`config.mk`:
```
export PLATFORM = sky130hd
export DESIGN_NAME = tsa_admit_seq
export DESIGN_NICKNAME = d
export VERILOG_FILES = /design/src/rtl/tsa_pkg.sv /design/src/rtl/tsa_lfsr.sv /design/src/rtl/tsa_sat_cnt.sv /design/src/rtl/tsa_perm_tbl.sv /design/src/rtl/tsa_admit_seq.sv
export SDC_FILE = /design/constraint.sdc
export NUM_CORES = 1
export LEC_CHECK = 0
export ABC_AREA = 1
export BUFFER_PORTS_ARGS = -buffer_cell sky130_fd_sc_hd__clkbuf_2
export CAP_MARGIN = 20
export CORE_MARGIN = 2
export CORE_UTILIZATION = 59
export CTS_CLUSTER_DIAMETER = 30
export DETAILED_ROUTE_END_ITERATION = 6
export GPL_TIMING_DRIVEN = 1
export HOLD_SLACK_MARGIN = 0.15
export MAX_ROUTING_LAYER = met4
export PLACE_DENSITY = 0.83
export SLEW_MARGIN = 5
export SYNTH_ARGS = -nofsm -noshare
export SYNTH_HDL_FRONTEND = slang
export SYNTH_SLANG_ARGS = --single-unit
```
`constraint.sdc`:
```
create_clock -name clk -period 5.4 [get_ports clk]
set_input_delay 1.62 -clock clk [delete_from_list [all_inputs] [get_ports clk]]
set_output_delay 1.62 -clock clk [all_outputs]
set_load 0.05 [all_outputs]
```
`src/rtl/tsa_pkg.sv`:
```
package tsa_pkg;
    typedef enum logic [2:0] {
        ST_IDLE,
        ST_SHUFFLE,
        ST_PICK,
        ST_SCAN,
        ST_ISSUE,
        ST_DONE
    } tsa_state_e;
endpackage

```
`src/rtl/tsa_lfsr.sv`:
```
module tsa_lfsr #(
    parameter int W              = 16,
    parameter logic [W-1:0] TAPS = 16'hB400,
    parameter logic [W-1:0] SEED = 16'hACE1,
    parameter int OUT_W          = 8
) (
    input  logic             clk,
    input  logic             rst_n,
    output logic [OUT_W-1:0] value
);
    logic [W-1:0] state_q;

    always_ff @(posedge clk) begin
        if (!rst_n)
            state_q <= SEED;
        else if (state_q[0])
            state_q <= {1'b0, state_q[W-1:1]} ^ TAPS;
        else
            state_q <= {1'b0, state_q[W-1:1]};
    end

    assign value = state_q[OUT_W-1:0];
endmodule

```
`src/rtl/tsa_sat_cnt.sv`:
```
module tsa_sat_cnt #(
    parameter int W = 32
) (
    input  logic         clk,
    input  logic         rst_n,
    input  logic         inc,
    output logic [W-1:0] q
);
    always_ff @(posedge clk) begin
        if (!rst_n)
            q <= '0;
        else if (inc && (q != '1))
            q <= q + W'(1);
    end

    // a full counter stays full
    assert_hold_full_R9: assert property (@(posedge clk) disable iff (!rst_n)
        (q == '1) |=> (q == '1));

    // the count never moves by more than one per cycle
    assert_single_step_R7: assert property (@(posedge clk) disable iff (!rst_n)
        (q != '1) |=> ((q == $past(q)) || (q == $past(q) + W'(1))));
endmodule

```
`src/rtl/tsa_perm_tbl.sv`:
```
module tsa_perm_tbl #(
    parameter int N     = 8,
    parameter int IDX_W = 3
) (
    input  logic             clk,
    input  logic             init,
    input  logic             swap_en,
    input  logic [IDX_W-1:0] swap_a,
    input  logic [IDX_W-1:0] swap_b,
    input  logic [IDX_W-1:0] rd_idx,
    output logic [IDX_W-1:0] rd_data
);
    logic [IDX_W-1:0] tbl [N];

    always_ff @(posedge clk) begin
        for (int k = 0; k < N; k++) begin
            if (init)
                tbl[k] <= IDX_W'(k);
            else if (swap_en && (swap_a == IDX_W'(k)))
                tbl[k] <= tbl[swap_b];
            else if (swap_en && (swap_b == IDX_W'(k)))
                tbl[k] <= tbl[swap_a];
        end
    end

    assign rd_data = tbl[rd_idx];
endmodule

```
`src/rtl/tsa_admit_seq.sv`:
```
module tsa_admit_seq
    import tsa_pkg::*;
#(
    parameter int N_PORTS = 8,
    parameter int DEG_W   = 4,
    parameter int CNT_W   = 32,
    parameter int LFSR_W  = 16,
    parameter logic [LFSR_W-1:0] LFSR_SEED = 16'hACE1,
    localparam int IDX_W  = $clog2(N_PORTS)
) (
    input  logic             clk,
    input  logic             rst_n,
    input  logic             slot_start,
    input  logic [7:0]       cfg_rho,
    input  logic [DEG_W-1:0] cfg_max_deg,
    output logic             req_valid,
    input  logic             req_ready,
    output logic [IDX_W-1:0] req_src,
    output logic [IDX_W-1:0] req_dst,
    input  logic [DEG_W-1:0] req_deg,
    output logic             slot_done,
    output logic             busy,
    output logic [CNT_W-1:0] cnt_active,
    output logic [CNT_W-1:0] cnt_blocked,
    output logic [CNT_W-1:0] cnt_established
);
    localparam int RND_W = 8;
    localparam int PW    = RND_W + IDX_W + 1;

    tsa_state_e state_q, state_d;
    logic [RND_W-1:0] rnd;
    logic [IDX_W-1:0] shuf_i, start_q, step_q, src_q, dst_q, cur, tbl_rd;
    logic [IDX_W:0]   sum;
    logic tbl_init, swap_en, active, last_step, hs, over;

    // maps a random byte onto 0 .. k-1 by scaling
    function automatic logic [IDX_W-1:0] scale(input logic [RND_W-1:0] r,
                                               input logic [IDX_W:0] k);
        logic [PW-1:0] p;
        p = PW'(r) * PW'(k);
        return p[RND_W +: IDX_W];
    endfunction

    tsa_lfsr #(.W(LFSR_W), .SEED(LFSR_SEED), .OUT_W(RND_W)) i_lfsr (
        .clk(clk), .rst_n(rst_n), .value(rnd));

    tsa_perm_tbl #(.N(N_PORTS), .IDX_W(IDX_W)) i_perm (
        .clk(clk), .init(tbl_init), .swap_en(swap_en),
        .swap_a(shuf_i), .swap_b(scale(rnd, {1'b0, shuf_i} + 1'b1)),
        .rd_idx(cur), .rd_data(tbl_rd));

    assign sum       = {1'b0, start_q} + {1'b0, step_q};
    assign cur       = (sum >= (IDX_W+1)'(N_PORTS)) ? IDX_W'(sum - (IDX_W+1)'(N_PORTS))
                                                   : IDX_W'(sum);
    assign active    = (rnd < cfg_rho) || (cfg_rho == 8'hFF);
    assign last_step = (step_q == IDX_W'(N_PORTS - 1));
    assign hs        = req_valid && req_ready;
    assign over      = req_deg > cfg_max_deg;
    assign req_src   = src_q;
    assign req_dst   = dst_q;
    assign busy      = (state_q != ST_IDLE);

    // state register
    always_ff @(posedge clk) begin
        if (!rst_n) state_q <= ST_IDLE;
        else        state_q <= state_d;
    end

    // next state and outputs
    always_comb begin
        state_d   = state_q;
        req_valid = 1'b0;
        slot_done = 1'b0;
        tbl_init  = 1'b0;
        swap_en   = 1'b0;
        unique case (state_q)
            ST_IDLE: if (slot_start) begin
                tbl_init = 1'b1;
                state_d  = ST_SHUFFLE;
            end
            ST_SHUFFLE: begin
                swap_en = 1'b1;
                if (shuf_i == IDX_W'(1)) state_d = ST_PICK;
            end
            ST_PICK: state_d = ST_SCAN;
            ST_SCAN: begin
                if (active)         state_d = ST_ISSUE;
                else if (last_step) state_d = ST_DONE;
            end
            ST_ISSUE: begin
                req_valid = 1'b1;
                if (req_ready) state_d = last_step ? ST_DONE : ST_SCAN;
            end
            ST_DONE: begin
                slot_done = 1'b1;
                state_d   = ST_IDLE;
            end
            default: state_d = ST_IDLE;
        endcase
    end

    // walk datapath
    always_ff @(posedge clk) begin
        if (!rst_n) begin
            shuf_i  <= IDX_W'(N_PORTS - 1);
            start_q <= '0;
            step_q  <= '0;
            src_q   <= '0;
            dst_q   <= '0;
        end else begin
            if (state_q == ST_IDLE)    shuf_i <= IDX_W'(N_PORTS - 1);
            if (state_q == ST_SHUFFLE) shuf_i <= shuf_i - IDX_W'(1);
            if (state_q == ST_PICK) begin
                start_q <= scale(rnd, (IDX_W+1)'(N_PORTS));
                step_q  <= '0;
            end
            if (state_q == ST_SCAN) begin
                if (active) begin
                    src_q <= cur;
                    dst_q <= tbl_rd;
                end else if (!last_step) begin
                    step_q <= step_q + IDX_W'(1);
                end
            end
            if ((state_q == ST_ISSUE) && req_ready && !last_step)
                step_q <= step_q + IDX_W'(1);
        end
    end

    tsa_sat_cnt #(.W(CNT_W)) i_cnt_act (
        .clk(clk), .rst_n(rst_n), .inc(hs), .q(cnt_active));
    tsa_sat_cnt #(.W(CNT_W)) i_cnt_blk (
        .clk(clk), .rst_n(rst_n), .inc(hs && over), .q(cnt_blocked));
    tsa_sat_cnt #(.W(CNT_W)) i_cnt_est (
        .clk(clk), .rst_n(rst_n), .inc(hs && !over), .q(cnt_established));

    // a stalled request is held unchanged
    assert_req_hold_R6: assert property (@(posedge clk) disable iff (!rst_n)
        (req_valid && !req_ready) |=> (req_valid && $stable(req_src) && $stable(req_dst)));

    // slot_done is followed by idle
    assert_done_idle_R10: assert property (@(posedge clk) disable iff (!rst_n)
        slot_done |=> !busy);

    // a figure above the ceiling bumps the blocked count
    assert_blocked_R8: assert property (@(posedge clk) disable iff (!rst_n)
        (hs && (req_deg > cfg_max_deg) && (cnt_blocked != '1))
        |=> (cnt_blocked == $past(cnt_blocked) + CNT_W'(1)));

    // a figure at or below the ceiling bumps the established count
    assert_established_R8: assert property (@(posedge clk) disable iff (!rst_n)
        (hs && (req_deg <= cfg_max_deg) && (cnt_established != '1))
        |=> (cnt_established == $past(cnt_established) + CNT_W'(1)));
endmodule

```
==> impl_metrics.ini <==
[status]
outcome = finished, final reports clean

[die]
die_width_um = 134.4
die_area_um2 = 18080
die_h_um = 134.4
ioPinCount = 125
coreArea_um2 = 16580
initial_utilization_pct = 60.54
num_rows = 47

[placed_design]
place_inst = 1772
io_buffer_count = 124
place_ws_ns = 1.065
dpl.hpwl_mm = 20.44
place_area_um2 = 10790
gp_congestion = 0.9793

[power_and_ir_drop]
internal_power_mw = 2.773
ir_drop_uv = 443.0
p_total_mw = 5.321
comb_power_share_pct = 50.1
p_switching_mw = 2.548
power_density_nw_per_um2 = 468.2
leakage_nw = 4.921
seq_power_share_pct = 27.6
p_clk_share_pct = 22.4
swShare_pct = 47.89

[sta]
fin_worst_skew_ns = 0.01524
hold_viol_final = 0
setup_tns_ns = 0
layout_setup_ws_ns = 1.009
drv_slew = 0
period_share_pct = 81.31
rsz0062_at_grt = no
fmax_mhz = 227.8
hold_ws_ns = 0.4192
max_slew_margin_pct = 26.39
finalSetupViolations = 0
worst_pin_slew_ns = 1.099
period_needed_ns = 4.391

[worst_hold_path]
hold_path_class = reg2reg
hold_path_depth = 2

[finish]
fillCellCount = 1487
multiInputGateArea_um2 = 5783
instances_no_fill = 1804
num_antenna_cells = 0
final_layout_size_suffix_gt1_share_pct = 13.51
seq_area_um2 = 3383
post-route-util_pct = 68.54
synthToLayoutAreaGrowth_pct = 13.21
final_cell_area_um2 = 11370
fin_nets = 1639

[clock_tree]
postCtsHoldBufs = 0
cts_buffers = 17
clk_path_buf_depth = 2
cts_root_buffer = clkbuf_16
cts-htree-levels = 4
clkSinkCount = 157
cts_tree = done
clk-insertion-delay-late_ns = 0.43
cts-resized-gates = 0
post_cts_buffers = 0
path_clk_slew_ns = 0.07

[grt]
grt_max_degree = 65
antenna_found_initial = 0
grt_use_total_pct = 31.36
grt_pass1_vias = 9204
overflow = 0
grt_pass1_wl_mm = 44.65

[synth]
post_synth_num_cell_types = 49
yosysSeqAreaShare_pct = 33.70
synth-edff-count = 24
yosys_warnings = 0
ys_top_cells_by_count = 382 x nand2_1, 179 x inv_1, 146 x nor2_1
synth.cell_area_um2 = 10040
synth_ff_type = dfxtp_1
yosysTopAreaCell = dfxtp_1
synthArstFlopShare_pct = 0
syn_inst = 1459
synth_area_leaders = dfxtp_1 27%, nand2_1 14%, edfxtp_1 7.2%
ys_ff_latch = 157
syn_nets = 1527
syn_area_per_cell_um2 = 6.881
synth.most_common_cell = nand2_1
synth_top_area_share_pct = 26.52

[critical_path]
critPathKind = reg2reg
worst_setup_path_end_kind = flip-flop
r2r_slack_ns = 1.01
critical_path.max_fanout = 10
reg2regPathDepth = 16
cp-start-kind = flip-flop
required_ns = 5.52
crit_arrival_ns = 4.51

[route]
drc = 0
dr.pass1.iters = 6
drtIter0Drc = 793
vias = 10120
wl_per_cell_um = 15.15
routed_wl_mm = 27.33
ant_nets = 0
via_per_inst = 5.608

[run]
max-cap-violations = 0
==> registers in the layout (all words and copies together) (netlist names), named ones only <==
name	count
shuf_i	3
i_cnt_act.q	32
req_src	3
i_perm.tbl	24
state_q	3
i_cnt_est.q	32
i_cnt_blk.q	32
start_q	3
step_q	3
i_lfsr.state_q	16
req_dst	3
==> power groups by stage <==
stage,Combinational [mW],Sequential [mW],Clock (mW)
2_1_floorplan,2.09,1.45,0
3_3_place_gp,2.52,1.48,0
3_5_place_dp,2.59,1.48,0
4_1_cts,2.61,1.46,1.20
5_1_grt,2.93,1.47,1.24
6_report,2.66,1.47,1.19
==> area by class of cell <==
cell class,count,area share (%)
Sequential cell,157,29.77
Clock buffer,22,4.183
Timing Repair Buffer,128,5.724
Tap cell,220,2.422
Inverter,184,6.121
Clock inverter,10,0.9027
Multi-Input combinational cell,1083,50.88
==> worst max-delay path, stage by stage, from the launching register on <==
cell,delay [ns]
dfxtp_1,0.51
inv_1,0.16
ha_1,0.46
nor2_1,0.11
fa_1,0.50
inv_1,0.05
fa_1,0.52
inv_1,0.04
ha_1,0.33
a21o_1,0.18
nor2_2,0.20
nand3_2,0.24
nand2_4,0.23
nand2_1,0.10
nor2_1,0.19
nand2_1,0.10
nand2_1,0.15
==> cell usage in the layout, fill, tap and decap left out, types with 4 or more instances in the layout <==
master	n
a21oi_1	119
a31oi_1	6
and3_1	5
buf_4	4
clkbuf_16	18
clkbuf_2	124
dfxtp_1	133
edfxtp_1	24
fa_1	12
ha_1	36
inv_1	178
inv_2	5
nand2_1	382
nand2_2	13
nand2_4	6
nand3_1	66
nand3_2	8
nand4_1	40
nor2_1	146
nor2_2	4
nor3_1	46
nor3_4	4
nor3b_1	6
nor4_1	17
o21a_1	4
o21ai_0	70
o21ai_1	8
o22ai_1	4
xnor2_1	19
xor2_1	37
==> logic make-up after synthesis <==
family                   Yosys count  share of synthesized area (%)
buffers and inverters            219                          8.699
AND/OR/NAND/NOR                  757                          34.20
AO/OA/AOI/OAI                    222                          11.64
flip-flops                       157                          33.70
adder cells (fa/ha/maj)           48                          6.879
XOR/XNOR                          56                          4.885
==> final timing paths <==
check / startpoint / end
worst max-delay path: shuf_i[2]$_SDFFE_PN1N_ / i_perm.tbl[5][2]$_DFFE_PP_
worst min-delay path: i_lfsr.state_q[9]$_SDFF_PN0_ / i_lfsr.state_q[8]$_SDFF_PN0_
worst max register to register: shuf_i[2]$_SDFFE_PN1N_ / i_perm.tbl[5][2]$_DFFE_PP_
worst min register to register: i_lfsr.state_q[9]$_SDFF_PN0_ / i_lfsr.state_q[8]$_SDFF_PN0_
==> per-layer routing <==
metal / GRT usage [%] / part of all wire (%) / vias up
met3: 4.308 / 7.8 / 51
met5: - / 0 / -
met4: 9.766 / 2.2 / 0
met2: 48.78 / 46 / 463
met1: 42.55 / 44 / 4604
li1: - / - / 4999
Power figures use the tool's default switching activity.
